**src/rtl/dip_seq_pkg.sv**
```systemverilog
package dip_seq_pkg;

   localparam int TEST_W    = 3;
   localparam int NUM_TESTS = 5;

   typedef enum logic [1:0] {
      PH_IDLE = 2'd0,
      PH_SEP  = 2'd1,
      PH_DIP  = 2'd2
   } phase_t;

   function automatic logic test_valid(input logic [TEST_W-1:0] t);
      return (t >= TEST_W'(1)) && (t <= TEST_W'(NUM_TESTS));
   endfunction

   function automatic int max_of2(input int a, input int b);
      return (a > b) ? a : b;
   endfunction

endpackage

```
**src/rtl/dip_dur_lut.sv**
```systemverilog
module dip_dur_lut
   import dip_seq_pkg::*;
#(
   parameter int CNT_W  = 10,
   parameter int DUR_T1 = 10,
   parameter int DUR_T2 = 30,
   parameter int DUR_T3 = 100,
   parameter int DUR_T4 = 300,
   parameter int DUR_T5 = 1000
) (
   input  logic [TEST_W-1:0] sel,
   output logic [CNT_W-1:0]  load_val
);

   localparam int ENTRIES = 1 << TEST_W;
   localparam int DURS [NUM_TESTS] = '{DUR_T1, DUR_T2, DUR_T3, DUR_T4, DUR_T5};

   logic [CNT_W-1:0] table_q [ENTRIES];

   for (genvar i = 0; i < ENTRIES; i++) begin : g_entry
      if (i >= 1 && i <= NUM_TESTS) begin : g_used
         if (DURS[i-1] < 1) begin : g_bad
            $error("dip_dur_lut: every dip duration must be at least one tick");
         end
         assign table_q[i] = CNT_W'(DURS[i-1] - 1);
      end else begin : g_unused
         assign table_q[i] = '0;
      end
   end

   assign load_val = table_q[sel];

endmodule

```
**src/rtl/dip_phase_cnt.sv**
```systemverilog
module dip_phase_cnt #(
   parameter int CNT_W = 14
) (
   input  logic             clk,
   input  logic             rst,
   input  logic             load,
   input  logic [CNT_W-1:0] load_val,
   input  logic             dec,
   output logic             at_zero
);

   logic [CNT_W-1:0] cnt_q;

   always_ff @(posedge clk) begin
      if (rst) begin
         cnt_q <= '0;
      end else if (load) begin
         cnt_q <= load_val;
      end else if (dec && (cnt_q != '0)) begin
         cnt_q <= cnt_q - CNT_W'(1);
      end
   end

   assign at_zero = (cnt_q == '0);

endmodule

```
**src/rtl/dip_seq_fsm.sv**
```systemverilog
module dip_seq_fsm
   import dip_seq_pkg::*;
#(
   parameter int CNT_W     = 14,
   parameter int SEP_TICKS = 10000
) (
   input  logic              clk,
   input  logic              rst,
   input  logic              tick,
   input  logic              run,
   input  logic [TEST_W-1:0] test_sel,
   input  logic              cnt_zero,
   input  logic [CNT_W-1:0]  dip_load,
   output phase_t            phase,
   output logic              cnt_load,
   output logic [CNT_W-1:0]  cnt_val,
   output logic              run_prev,
   output logic [TEST_W-1:0] test_cap
);

   localparam logic [CNT_W-1:0] SEP_LOAD = CNT_W'(SEP_TICKS - 1);

   phase_t phase_q;
   logic   start_ev;
   logic   expire_ev;

   assign start_ev  = run && !run_prev;
   assign expire_ev = run && run_prev && tick && cnt_zero && (phase_q != PH_IDLE);

   always_ff @(posedge clk) begin
      if (rst) begin
         phase_q  <= PH_IDLE;
         run_prev <= 1'b0;
         test_cap <= '0;
      end else begin
         run_prev <= run;
         if (!run) begin
            phase_q <= PH_IDLE;
         end else if (start_ev) begin
            test_cap <= test_sel;
            phase_q  <= test_valid(test_sel) ? PH_SEP : PH_IDLE;
         end else if (expire_ev) begin
            unique case (phase_q)
               PH_SEP:  phase_q <= PH_DIP;
               PH_DIP:  phase_q <= PH_SEP;
               default: phase_q <= PH_IDLE;
            endcase
         end
      end
   end

   always_comb begin
      cnt_load = 1'b0;
      cnt_val  = SEP_LOAD;
      if (start_ev && test_valid(test_sel)) begin
         cnt_load = 1'b1;
         cnt_val  = SEP_LOAD;
      end else if (expire_ev) begin
         cnt_load = 1'b1;
         cnt_val  = (phase_q == PH_SEP) ? dip_load : SEP_LOAD;
      end
   end

   assign phase = phase_q;

endmodule

```
**src/rtl/dip_sequencer.sv**
```systemverilog
module dip_sequencer
   import dip_seq_pkg::*;
#(
   parameter int SEP_TICKS = 10000,
   parameter int DUR_T1    = 10,
   parameter int DUR_T2    = 30,
   parameter int DUR_T3    = 100,
   parameter int DUR_T4    = 300,
   parameter int DUR_T5    = 1000
) (
   input  logic              clk,
   input  logic              rst,
   input  logic              tick_1ms,
   input  logic              run,
   input  logic [TEST_W-1:0] test_sel,
   output logic              drv_v1,
   output logic              drv_v2
);

   localparam int MAX_DIP = max_of2(max_of2(max_of2(DUR_T1, DUR_T2), max_of2(DUR_T3, DUR_T4)), DUR_T5);
   localparam int MAX_DUR = max_of2(MAX_DIP, SEP_TICKS);
   localparam int CNT_W   = max_of2(1, $clog2(MAX_DUR));

   if (SEP_TICKS < 1) begin : g_bad_sep
      $error("dip_sequencer: SEP_TICKS must be at least one tick");
   end

   phase_t            phase;
   logic              cnt_load;
   logic [CNT_W-1:0]  cnt_val;
   logic              cnt_zero;
   logic [CNT_W-1:0]  dip_load;
   logic              run_prev;
   logic [TEST_W-1:0] test_cap;

   dip_dur_lut #(
      .CNT_W (CNT_W),
      .DUR_T1(DUR_T1),
      .DUR_T2(DUR_T2),
      .DUR_T3(DUR_T3),
      .DUR_T4(DUR_T4),
      .DUR_T5(DUR_T5)
   ) u_lut (
      .sel     (test_cap),
      .load_val(dip_load)
   );

   dip_phase_cnt #(
      .CNT_W(CNT_W)
   ) u_cnt (
      .clk     (clk),
      .rst     (rst),
      .load    (cnt_load),
      .load_val(cnt_val),
      .dec     (tick_1ms),
      .at_zero (cnt_zero)
   );

   dip_seq_fsm #(
      .CNT_W    (CNT_W),
      .SEP_TICKS(SEP_TICKS)
   ) u_fsm (
      .clk     (clk),
      .rst     (rst),
      .tick    (tick_1ms),
      .run     (run),
      .test_sel(test_sel),
      .cnt_zero(cnt_zero),
      .dip_load(dip_load),
      .phase   (phase),
      .cnt_load(cnt_load),
      .cnt_val (cnt_val),
      .run_prev(run_prev),
      .test_cap(test_cap)
   );

   assign drv_v1 = (phase == PH_SEP);
   assign drv_v2 = (phase != PH_IDLE);

endmodule

```
**config.mk**
```make
export PLATFORM = sky130hd
export DESIGN_NAME = dip_sequencer
export DESIGN_NICKNAME = d
export VERILOG_FILES = /design/src/rtl/dip_seq_pkg.sv /design/src/rtl/dip_dur_lut.sv /design/src/rtl/dip_phase_cnt.sv /design/src/rtl/dip_seq_fsm.sv /design/src/rtl/dip_sequencer.sv
export SDC_FILE = /design/constraint.sdc
export NUM_CORES = 1
export LEC_CHECK = 0
export BUFFER_PORTS_ARGS = -buffer_cell sky130_fd_sc_hd__clkbuf_2
export CORE_MARGIN = 4
export CORE_UTILIZATION = 50
export CTS_BUF_LIST = sky130_fd_sc_hd__clkbuf_16
export DETAILED_ROUTE_END_ITERATION = 7
export PLACE_DENSITY_LB_ADDON = 0.05
export SLEW_MARGIN = 20
export SYNTH_ARGS = -nofsm -noshare
export SYNTH_HDL_FRONTEND = slang
export SYNTH_SLANG_ARGS = --single-unit
```
**constraint.sdc**
```tcl
create_clock -name clk -period 2.3 [get_ports clk]
set_input_delay 0.23 -clock clk [delete_from_list [all_inputs] [get_ports clk]]
set_output_delay 0.23 -clock clk [all_outputs]
set_load 0.1 [all_outputs]
```
* Word-level counts from Yosys, hierarchy flattened
Memory sizes are Yosys's and may differ from the RTL's. Index checks and enable logic that the tools add are counted.
Operators by class: bitwise gates (word level) 2, multiply operators 0, reduce and logical (&&, ||, !) cells 16, divide/modulo/power cells 0, equal/unequal tests 2, $add $sub $neg 1, order comparisons 3, shift operators 0, muxes and demuxes 13
Operators by type and width (count):
- $mux 14 | 7
- $logic_not 14->1 | 1
- $reduce_bool 14->1 | 1
- $sub 14x1->14 const B | 1
- $logic_and 1x1->1 | 8
- $reduce_bool 2->1 | 3
- $ge 4x4->1 const B | 1
- $mux 2 | 2
- $not 3->4 | 1
- $pmux 2 s2 | 1
- $ge 3x1->1 const B | 1
- $le 3x3->1 const B | 1
- $mux 1 | 3
- $eq 2x1->1 const B | 1
- $eq 2x2->1 const B | 1
- $reduce_and 2->1 | 1
- $reduce_or 2->1 | 1
- $logic_not 1->1 | 1
- $not 1->1 | 1
Word-level totals: memories kept 1, output and inout bits 2, register bits 20, bits in writable memories 0, word-level logic and storage cells 42, bits in read-only memories 112, bits in latches 0, input port bits 7
Memories:
- (no name shown) | depth 8, width 14, rd ports 1, clocked after memory_dff 0, wr ports 0, line dip_dur_lut.sv:31 | assign load_val = table_q[sel];

* Depth between registers and ports, before layout
Gate-level depths: netlist of the first run.
depth in word-level cells 8, depth in mapped cells 8, gate-level depth less buffers 7

* By module
Synthesis of the first run repeated with hierarchy kept, for this count alone.
Unflattened totals: cells, all modules 172, area, all modules 1482.7 sq um
By module, submodules not included:
- dip_phase_cnt | cells an instance 101, area each 892.1 sq um, instances 1, seq. area each 280.3 sq um
- dip_seq_fsm | cells an instance 43, area each 376.6 sq um, instances 1, seq. area each 120.1 sq um
- dip_dur_lut | cells an instance 26, area each 201.4 sq um, instances 1, seq. area each 0.0 sq um
- dip_sequencer | cells an instance 2, area each 12.5 sq um, instances 1, seq. area each 0.0 sq um

* Worst setup path before layout of the first run
No wires, ideal clock.
path type register -> register, from reg u_cnt.cnt_q[8], to reg u_cnt.cnt_q[2], data required time 2.180 ns, path buffers 2, slack 0.076 ns, clock period less this slack 2.224 ns, stages on the path, launching flop included 8, data arrival time 2.104 ns, setup time 0.120 ns, path through dfxtp_1 or4_1 buf_6 or3_4 buf_6 nor3_4 a31oi_1 o31a_1
Between the ends: longest elaborated chain between the ends 6, elaborated cells between the ends (all ways) 11, those cells by class 5 x mux; 6 x reduce/logical
Ends and longest elaborated chain:
- from (decl) | line dip_phase_cnt.sv:12 | logic [CNT_W-1:0] cnt_q;
- from (signal assigned) | line dip_phase_cnt.sv:18 | cnt_q <= load_val;
- from (signal assigned) | line dip_phase_cnt.sv:20 | cnt_q <= cnt_q - CNT_W'(1);
- $logic_not 14->1 | line dip_phase_cnt.sv:24 | assign at_zero = (cnt_q == '0);
- $logic_and 1x1->1 (2 in a row) | line dip_seq_fsm.sv:28 | assign expire_ev = run && run_prev && tick && cnt_zero && (phase_q != PH_IDLE);
- $mux 14 / $mux 1 (equally long branches) | line dip_seq_fsm.sv:58 | end else if (expire_ev) begin
- $mux 14 / $mux 1 (equally long branches) | line dip_seq_fsm.sv:55 | if (start_ev && test_valid(test_sel)) begin
- $mux 14 / $reduce_bool 2->1 (equally long branches)
Several ways; a longest one is shown, not always the timed one. A chain may end at the register's enable or synchronous reset.

* Worst setup path after layout of the first run
Same ends and word-level chain as after synthesis.

==> results of run 1 <==
[layout by cell type, fill, tap and decap left out, types with 2 or more instances in the layout]
| cell type | n |
|---|---|
| or2_2 | 2 |
| o21a_1 | 2 |
| nand4_1 | 2 |
| nand2b_1 | 3 |
| nand2_1 | 7 |
| mux2i_1 | 5 |
| o31a_1 | 3 |
| nand3_1 | 6 |
| a21oi_1 | 9 |
| a221oi_1 | 2 |
| nor3b_1 | 2 |
| buf_4 | 8 |
| o311ai_0 | 2 |
| nor3_1 | 8 |
| a31oi_1 | 4 |
| dfxtp_1 | 20 |
| o21ai_0 | 8 |
| clkbuf_2 | 8 |
| nor2b_1 | 2 |
| ha_1 | 5 |
| xnor2_1 | 3 |
| nor4_1 | 4 |
| or4_1 | 3 |
| clkbuf_16 | 3 |
| inv_1 | 9 |
| nor2_1 | 12 |
| o211ai_1 | 2 |
[sequential cells by signal (all words and copies together) (netlist names)]
signal,cells
u_fsm.test_cap,3
u_cnt.cnt_q,14
u_fsm.run_prev,1
u_fsm.phase,2
[worst min-delay path, cell delays in order]
cell,delay (ps)
clkbuf_2,100
inv_1,60
nor2_1,50
[per-stage QoR]
stage / utilization / setup WS (ps) / total power [mW]
2_1_floorplan: - / 76.3 / 0.705
3_3_place_gp: 0.569 / 69.9 / 0.789
3_5_place_dp: 0.569 / 60.4 / 0.794
4_1_cts: 0.601 / 38.9 / 1.15
5_1_grt: 0.615 / -24.9 / 1.24
6_report: 0.615 / 71.8 / 1.17
[how the worst min path moves through the flow]
stage | from | end | slack, ps | cells after the start
floorplan | test_sel[0] | u_fsm.test_cap[0] | 370 | 2
global placement | u_cnt.cnt_q[1] | u_cnt.cnt_q[1] | 480 | 2
detailed placement | u_cnt.cnt_q[1] | u_cnt.cnt_q[1] | 480 | 2
CTS | run | u_fsm.run_prev | 230 | 3
global route | run | u_fsm.run_prev | 250 | 3
finish | run | u_fsm.run_prev | 230 | 3
[metal layers]
metal	GRT usage	share of wire	wire [µm]	vias up
met2	0.302	0.47	1510	48
met4	0.0380	0.011	36	0
li1	-	-	-	635
met5	0	0	0	-
met1	0.273	0.44	1430	606
met3	0.0454	0.077	247	6
[power breakdown]
group	switching [mW]	internal [mW]	total, mW
Sequential	0.0472	0.385	0.432
Clock	0.131	0.232	0.362
Combinational	0.213	0.167	0.380
Total	0.391	0.783	1.17
[cell type report]
| class | instances | area share |
|---|---|---|
| Clock buffer | 3 | 0.0484 |
| Tap cell | 30 | 0.0242 |
| Timing Repair Buffer | 17 | 0.0718 |
| Inverter | 9 | 0.0218 |
| Multi-Input combinational cell | 123 | 0.573 |
| Clock inverter | 1 | 0.00242 |
| Sequential cell | 20 | 0.258 |
[kinds of logic (layout without fill, tap and decap cells)]
| group | count (synthesis) | after routing | share of synthesized area |
|---|---|---|---|
| buf+inv | 19 | 30 | 0.0642 |
| simple gates | 62 | 62 | 0.264 |
| flops | 20 | 20 | 0.298 |
| mux | 6 | 6 | 0.0456 |
| compound gates | 46 | 46 | 0.255 |
| fa+ha+maj | 5 | 5 | 0.0466 |
| xor+xnor | 4 | 4 | 0.0261 |
==> qor.yml, run 1 <==
die_h_um: 59.8
yosysWarnings: 0
routed_via_density: 6.38
fin_crit_sh: 0.969
place.gp.congestion: 0.896
skew_ps: 1.02
io_pins: 9
cts_root_buf: "clkbuf_16"
synth_top_cells_by_area: "dfxtp_1, ha_1, mux2i_1"
synth-seq-area-share: 0.298
antenna_cells: 0
firstDrtPassIters: 4
synthToLayoutAreaGrowth_pct: 15.4
status: "complete, no violations"
fin_crit_ps: 2230
ys_async_sr_fraction: 0
synthFlopType: "dfxtp_1"
drv_cap: 0
synth_edf_count: 0
clk_pin_slew_worst_paths_ps: 60
synthCells: 162
syn_area_um2: 1340
avgRoutedWirePerCell_um: 15.9
r2r_slack_ps: 70
drive_gt1_frac: 0.197
hold_buffers: 0
cp_max_fo: 10
synth_largest_area_cell: "dfxtp_1"
path_depth: 5
seq_area_um2: 400
drtAntennaViolNets: 0
post-cts-setup-buffer-count: 0
grt_pass1_wl_mm: 5.31
whs_ps: 234
die_x_um: 59.8
ff2ff_path_depth: 5
ys_ff_latch: 20
hpwl_mm: 2.42
avgSynthCellArea_um2: 8.29
hp-class: "in -> reg"
fin_cells: 203
rr_startpoint: "u_cnt.cnt_q[8]"
worst_path_max_delay_cell: "or4_1"
place_area_um2: 1440
dieArea_um2: 3580
slew_violations: 0
yosysMostFrequentCell: "dfxtp_1"
clock_path_buffers: 2
crit_buf_inv: 0
wl_mm: 3.23
setup_tns_ps: 0
overflow: 0
coreArea_um2: 2520
drtIter0Drc: 84
hold_viol: 0
p_leak_nw: 0.613
cts_tree: "done"
cp_cell_sequence: "or4_1, or3_4, o211ai_4, a21boi_1, o31a_1"
critPathKind: "reg -> reg"
cp.required_ps: 2440
regToRegEndpoint: "u_cnt.cnt_q[2]"
rsz0062_at_grt: "yes"
syn_nets: 174
crit_path_end_kind: "flip-flop"
fmax_mhz: 449
fin_area_um2: 1550
crit_end: "u_cnt.cnt_q[2]"
grt_max_degree: 17
cts_made_buffers: 3
clock_latency_ps: 250
cp.arrival_ps: 2370
portBuffers: 8
clock_sinks: 20
grt_use_total: 0.194
multi_input_area_um2: 888
synth_top_area_frac: 0.298
fill_cells: 216
drc: 0
dp.cells: 199
cp-startpoint: "u_cnt.cnt_q[8]"
placementRows: 18
layout.nets: 186
setup_viol: 0
crit_path_start_kind: "flip-flop"
htree_levels: 1
grt_pass1_vias: 1149
yosys.cell_types.count: 49
antenna_found_initial: 0
p_per_area_nw_per_um2: 757
tightest_slew_ps: 539
vias: 1295
ys_top_cells_by_count: "dfxtp_1, nor2_1, a21oi_1, inv_1, nor3_1"
max_stage_delay_ps: 590
ir_drop_uv: 811
maxSlewHeadroom: 0.642
cts-resized-gates: 0
cp_top_family: "simple AND/OR/NAND/NOR gates"
initial_utilization: 0.533
(Power assumes the default switching activity.)
==> run 2: changes to the inputs <==
--- a/config.mk
+++ b/config.mk
@@ -11,7 +11,10 @@
 export CTS_BUF_LIST = sky130_fd_sc_hd__clkbuf_16
 export DETAILED_ROUTE_END_ITERATION = 7
 export PLACE_DENSITY_LB_ADDON = 0.05
+export REMOVE_ABC_BUFFERS = 1
 export SLEW_MARGIN = 20
 export SYNTH_ARGS = -nofsm -noshare
 export SYNTH_HDL_FRONTEND = slang
+export SYNTH_HIERARCHICAL = 1
 export SYNTH_SLANG_ARGS = --single-unit
+export TNS_END_PERCENT = 5
==> run 2 against run 1 <==
- the flow now finishes with violations (negative setup slack)
- die area is 8.9% higher
- final cell count is 22% higher
- flip-flop and latch count stayed put
- global-route usage is 0.32 points higher
- first-iteration DRC count is 26% lower
- register-to-register slack worse by 280 ps
- sequential share of layout area is 6.2 points lower
- design area is 32% higher
- clock power is 33% higher
- critical path type unchanged
==> qor.yml, run 2 <==
die_x_um: 62.5  # +4.4%
hpwl_mm: 2.62  # +8.4%
status: "complete, but fails checks"
synth_largest_area_cell: "dfxtp_1"
violations: "negative setup slack"
synthCells: 172  # +6.2%
max_stage_delay_ps: 460  # -130 ps
synth_edf_count: 0  # unchanged
hp-start: "test_sel[2]"
drtIter0Drc: 62  # -26%
syn_area_um2: 1480  # +10%
coreArea_um2: 2810  # +11%
synthFlopType: "dfxtp_1"
cts_root_buf: "clkbuf_16"
crit_path_end_kind: "flip-flop"
final_core_util: 0.731  # +0.116
skew_ps: 4.35  # +3.32 ps
yosys.cell_types.count: 56  # +14%
fin_crit_sh: 1.09  # +0.122
ys_async_sr_fraction: 0  # unchanged
hp-class: "in -> reg"
fmax_mhz: 399  # -11%
overflow: 0  # unchanged
drv_cap: 0  # unchanged
clock_latency_ps: 250  # about the same
synth_xor_area_frac: 0.00591  # -0.0202
wl_mm: 3.65  # +13%
antenna_found_initial: 0  # unchanged
synthAdderAreaFrac: 0.0506  # +0.00408
maxSlewHeadroom: 0.642  # about the same
drtAntennaViolNets: 0  # unchanged
grt_pass1_vias: 1429  # +24%
cp-startpoint: "u_cnt/cnt_q[0]"
setup_tns_ps: -2230  # -2230 ps
worst_path_max_delay_cell: "or4b_4"
vias: 1384  # +6.9%
cts_made_buffers: 3  # unchanged
io_pins: 9  # unchanged
clock_path_buffers: 2  # unchanged
fin_crit_ps: 2510  # +281 ps
clock_sinks: 20  # unchanged
synthSimpleGateAreaFrac: 0.334  # +0.0697
hold_viol: 0  # unchanged
setup_viol: 15  # +15
rsz0062_at_grt: "yes"
portBuffers: 8  # unchanged
p_per_area_nw_per_um2: 641  # -15%
grt_pass1_wl_mm: 6.33  # +19%
fin_area_um2: 2050  # +32%
firstDrtPassIters: 4  # unchanged
initial_utilization: 0.529  # -0.00419
total_power_mw: 1.31  # +12%
largest_reg_flops: 14  # unchanged
yosysMostFrequentCell: "dfxtp_1"
synth_top_area_frac: 0.270  # -0.0279
tightest_slew_ps: 532  # -7.27 ps
ys_ff_latch: 20  # unchanged
synth_mux_area_frac: 0.0506  # +0.00501
antenna_cells: 0  # unchanged
cp.arrival_ps: 2620  # +250 ps
synthToLayoutAreaGrowth_pct: 38.3
synth-seq-area-share: 0.270  # -0.0279
place_area_um2: 1750  # +22%
synth-compound-area-share: 0.189  # -0.0661
drc: 0  # unchanged
die_h_um: 62.5  # +4.4%
layout.nets: 230  # +24%
grt_max_degree: 22  # +5
cp_max_fo: 7  # -3
final_cell_mix: "buf_4, dfxtp_1, nor2_1"
crit_path_start_kind: "flip-flop"
avgSynthCellArea_um2: 8.62  # +3.9%
slew_violations: 0  # unchanged
largest_register: "u_cnt/cnt_q"
layout_setup_ws_ps: -209  # -281 ps
grt_use_total: 0.198  # +0.00317
avgRoutedWirePerCell_um: 14.8  # -7.1%
ir_drop_uv: 366  # -55%
htree_levels: 1  # unchanged
routed_via_density: 5.60  # -12%
hold_buffers: 0  # unchanged
place.gp.congestion: 0.790  # -12%
whs_ps: 251  # +17.1 ps
cp.required_ps: 2420  # -20 ps
clk_pin_slew_worst_paths_ps: 60  # about the same
rr_startpoint: "u_cnt/cnt_q[0]"
synth_top_family_by_area: "simple AND/OR/NAND/NOR gates"
yosysWarnings: 6  # +6
critPathKind: "reg -> reg"
synth_top_cells_by_area: "dfxtp_1, ha_1, mux2i_1"
cp_cell_sequence: "inv_2, ha_4, or4b_4, or4_4, clkinv_4, nand4_4, nor3b_2, buf_4, buf_6, nand2b_1, nand2_1, o211ai_1"
drive_gt1_frac: 0.435  # +0.239
dieArea_um2: 3900  # +8.9%
ys_top_cells_by_count: "dfxtp_1, nor2_1, inv_1"
cts_tree: "done"
p_leak_nw: 0.864  # +41%
final_common_cell: "buf_4"
placementRows: 19  # +1
## run 2: changes by cell type after synthesis, moves of 4 or more
| cell | before | now |
|---|---|---|
| nor2_1 | 12 | 16 |
| nand2b_1 | 3 | 9 |
| nor3_1 | 9 | 3 |
| clkbuf_1 | 8 | 2 |
| and2_1 | 0 | 6 |
| a21oi_1 | 9 | 5 |
| buf_4 | 0 | 7 |
| a31oi_1 | 4 | 0 |
## run 2: kinds of logic after synthesis
logic type | after synthesis
and+or+nand+nor | 76
AOI/OAI and AO/OA | 35
buffers and inverters | 26
DFF | 20
muxes | 7
adders and majority gates | 6
other | 1
xor gates and xnor gates | 1
## run 2: cell type report
type / count / area [µm²]
multi-input combinational: 129 / 1060
fill: 215 / 754
sequential: 20 / 402
timing repair buffer: 49 / 387
clock buffer: 3 / 75.1
inverter: 14 / 60.1
tap: 31 / 38.8
clock inverter: 1 / 30.0
## run 2: worst max-delay path, delay by kind of cell (launching register included)
family,cells,cell delay (ps)
AOI/OAI and AO/OA,1,90
adders and majority gates,1,130
buffers and inverters,4,440
DFF,1,320
and+or+nand+nor,6,1380
## run 2: path summary, 6_finish.rpt
| check | endpoint | slack (ps) | depth (start not counted) |
|---|---|---|---|
| setup / recovery | u_cnt/cnt_q[1] | -210 | 12 |
| hold / removal | u_fsm/test_cap[2] | 250 | 3 |
| setup reg to reg | u_cnt/cnt_q[1] | -210 | 12 |
| hold reg to reg | u_fsm/phase[1] | 510 | 1 |
## run 2: report_power, final
group / total, mW / internal (mW) / leakage, nW / switching (mW)
clock: 0.482 / 0.345 / 0.0511 / 0.137
combinational: 0.425 / 0.224 / 0.648 / 0.201
sequential: 0.407 / 0.381 / 0.165 / 0.0255
total: 1.31 / 0.951 / 0.864 / 0.363
## run 2: timing repair
| action | CTS | global route |
|---|---|---|
| resized for setup | 22 | 17 |
| setup endpoints to repair | 16 | 16 |
| pin swaps | 13 | 8 |
| cloned | 0 | 0 |
| setup buffers | 5 | 2 |
## run 2: routing by layer
metal  GRT usage  wire (µm)
met1       0.247       1600
met2       0.342       1910
met3      0.0234        104
met4      0.0799         34
met5           0          0
## run 2: metrics by stage
step,setup slack [ps],cells
after floorplan,-1350,163
after global placement,-278,236
after detailed placement,-360,236
after CTS,-253,245
after global routing,-303,247
final,-209,247
==> run 3: changes to the inputs <==
==> constraint.sdc (replaced) <==
create_clock -name clk -period 2.8 [get_ports clk]
set_input_delay 0.28 -clock clk [delete_from_list [all_inputs] [get_ports clk]]
set_output_delay 0.28 -clock clk [all_outputs]
set_load 0.1 [all_outputs]
==> run 3 against run 2 <==
- flip-flop and latch count is the same
- largest power group is now registers
- routed wire length is 12% lower
- the run now ends clean
- hold slack better by 25 ps
- die area unchanged
- largest cell class unchanged
- via count is 7.4% lower
- critical endpoint is now u_cnt/cnt_q[5]
==> qor.yml, run 3 (synthesized netlist as in run 2, its figures left out) <==
cp.arrival_ps: 2860  # +240 ps
regToRegEndpoint: "u_cnt/cnt_q[5]"
layout.nets: 206  # -10%
avgRoutedWirePerCell_um: 14.3  # -2.8%
p_per_area_nw_per_um2: 515  # -20%
cp_max_fo: 5  # -2
vias: 1281  # -7.4%
layout_setup_ws_ps: 105  # +314 ps
drtAntennaViolNets: 0  # unchanged
setup_tns_ps: 0  # +2230 ps
pwr-share-comb: 0.287  # -0.037
setup_viol: 0  # -15
skew_ps: 2.67  # -1.68 ps
cp_cell_sequence: "inv_2, ha_4, or4b_4, or4_4, clkinv_4, nand4_4, nor3b_4, buf_4, and2_1, nor2_1, a311oi_2"
coreArea_um2: 2810  # unchanged
grt_use_total: 0.170  # -0.0271
p_leak_nw: 0.702  # -19%
grt_max_degree: 22  # unchanged
slew_violations: 0  # unchanged
cts_tree: "done"
fin_cells: 223  # -9.7%
fin_crit_sh: 0.962  # -0.128
synthToLayoutAreaGrowth_pct: 17.0
p_seq_frac: 0.381  # +0.071
cts_made_buffers: 3  # unchanged
tightest_slew_ps: 733  # +202 ps
maxSlewHeadroom: 0.507  # -0.134
fin_crit_ps: 2690  # +186 ps
clock_latency_ps: 250  # about the same
final_cell_mix: "dfxtp_1, buf_4, nor2_1"
place.gp.congestion: 0.849  # +7.5%
hold_viol: 0  # unchanged
clock_sinks: 20  # unchanged
clock_path_buffers: 2  # unchanged
drive_gt1_frac: 0.266  # -0.170
dp.cells: 214  # -9.3%
io_pins: 9  # unchanged
total_power_uw: 893  # -32%
rr_startpoint: "u_cnt/cnt_q[1]"
overflow: 0  # unchanged
firstDrtPassIters: 4  # unchanged
path_depth: 11  # -1
hp-class: "in -> reg"
grt_pass1_vias: 1238  # -13%
cp_top_family: "simple AND/OR/NAND/NOR gates"
ff2ff_path_depth: 11  # -1
drc: 0  # unchanged
die_x_um: 62.5  # unchanged
initial_utilization: 0.529  # unchanged
status: "complete, no violations"
drv_cap: 0  # unchanged
portBuffers: 8  # unchanged
p_sw_uw: 268  # -26%
r2r_slack_ps: 110  # +310 ps
antenna_found_initial: 0  # unchanged
drtIter0Drc: 57  # -8.1%
crit_path_start_kind: "flip-flop"
intPower_uw: 625  # -34%
grt_pass1_wl_mm: 5.51  # -13%
hpwl_mm: 2.37  # -9.5%
crit_end: "u_cnt/cnt_q[5]"
clkPwrFrac: 0.332  # -0.035
holdPathStages: 3  # unchanged
final_common_cell: "dfxtp_1"
placementRows: 19  # unchanged
worst_path_max_delay_cell: "or4_4"
largest_register: "u_cnt/cnt_q"
pre_cts_ws_ps: -21.3  # +338 ps
cts_root_buf: "clkbuf_16"
cp.required_ps: 2970  # +550 ps
largest_reg_flops: 14  # unchanged
die_h_um: 62.5  # unchanged
fmax_mhz: 371  # -6.9%
htree_levels: 1  # unchanged
routed_via_density: 5.74  # +2.5%
sw_frac_of_total: 0.300  # +0.0240
crit_path_end_kind: "flip-flop"
critPathKind: "reg -> reg"
ir_drop_uv: 283  # -23%
wl_mm: 3.20  # -12%
clk_pin_slew_worst_paths_ps: 60  # about the same
antenna_cells: 0  # unchanged
crit_buf_inv: 3  # -1
max_stage_delay_ps: 520  # +60 ps
dieArea_um2: 3900  # unchanged
cp-startpoint: "u_cnt/cnt_q[1]"
==> run 3: cell types whose count changed in the layout (fill, tap and decap cells not counted), moves of 4 or more <==
cell / before / now
nor2_1: 10 / 16
buf_6: 5 / 0
buf_4: 34 / 17
nor2_2: 4 / 0
==> run 3: area by class of cell <==
| class | count | area [µm²] |
|---|---|---|
| flip-flops and latches | 20 | 400 |
| clock buffers | 3 | 75.1 |
| multi-input cells | 129 | 991 |
| inverters | 14 | 57.6 |
| repair buffers | 25 | 168 |
| clock inverters | 1 | 3.75 |
| fillers | 254 | 1070 |
| well taps | 31 | 38.8 |
==> run 3: per-stage QoR <==
step	hold WS, ps	util	instance area (µm²)
after floorplan	348	-	1410
after global placement	485	0.562	1580
after detailed placement	493	0.562	1580
after CTS	279	0.590	1660
after global routing	305	0.618	1730
final	276	0.618	1730
==> run 3: power by group through the flow <==
stage | clock, mW | combinational, mW | sequential [mW]
2_1_floorplan | 0 | 0.165 | 0.344
6_report | 0.296 | 0.256 | 0.341
3_3_place_gp | 0 | 0.234 | 0.344
3_5_place_dp | 0 | 0.237 | 0.345
4_1_cts | 0.304 | 0.239 | 0.339
5_1_grt | 0.324 | 0.282 | 0.345
==> run 3: how the worst min path moves through the flow <==
stage                   startpoint                 to  slack [ps]
finish                 test_sel[0]  u_fsm/test_cap[0]         280
global route           test_sel[0]  u_fsm/test_cap[0]         310
CTS                    test_sel[0]  u_fsm/test_cap[0]         280
detailed placement  u_fsm/run_prev     u_fsm/phase[1]         490
global placement    u_fsm/run_prev     u_fsm/phase[1]         480
floorplan                      rst     u_cnt/cnt_q[5]         350
==> run 3: timing repair <==
item | CTS | global route
hold buffers | 0 | 0
setup endpoints to repair | 2 | 14
pin swaps | 0 | 3
setup buffers | 0 | 5
gates resized for setup | 0 | 10
==> run 3: worst reg2reg max path, delay by kind of cell, from the launching register on <==
| family | cells | cell delay, ps |
|---|---|---|
| AOI/OAI and AO/OA | 1 | 220 |
| adders and majority gates | 1 | 140 |
| buffers and inverters | 3 | 330 |
| DFF | 1 | 340 |
| and+or+nand+nor | 6 | 1600 |
==> run 3: routing by layer <==
metal / up-vias / track usage / wire (µm) / part of all wire
met1: 604 / 0.202 / 1490 / 0.47
met5: - / 0 / 0 / 0
met2: 14 / 0.306 / 1590 / 0.50
met4: 0 / 0.0413 / 18 / 0.0056
li1: 661 / - / - / -
met3: 2 / 0.0414 / 103 / 0.032
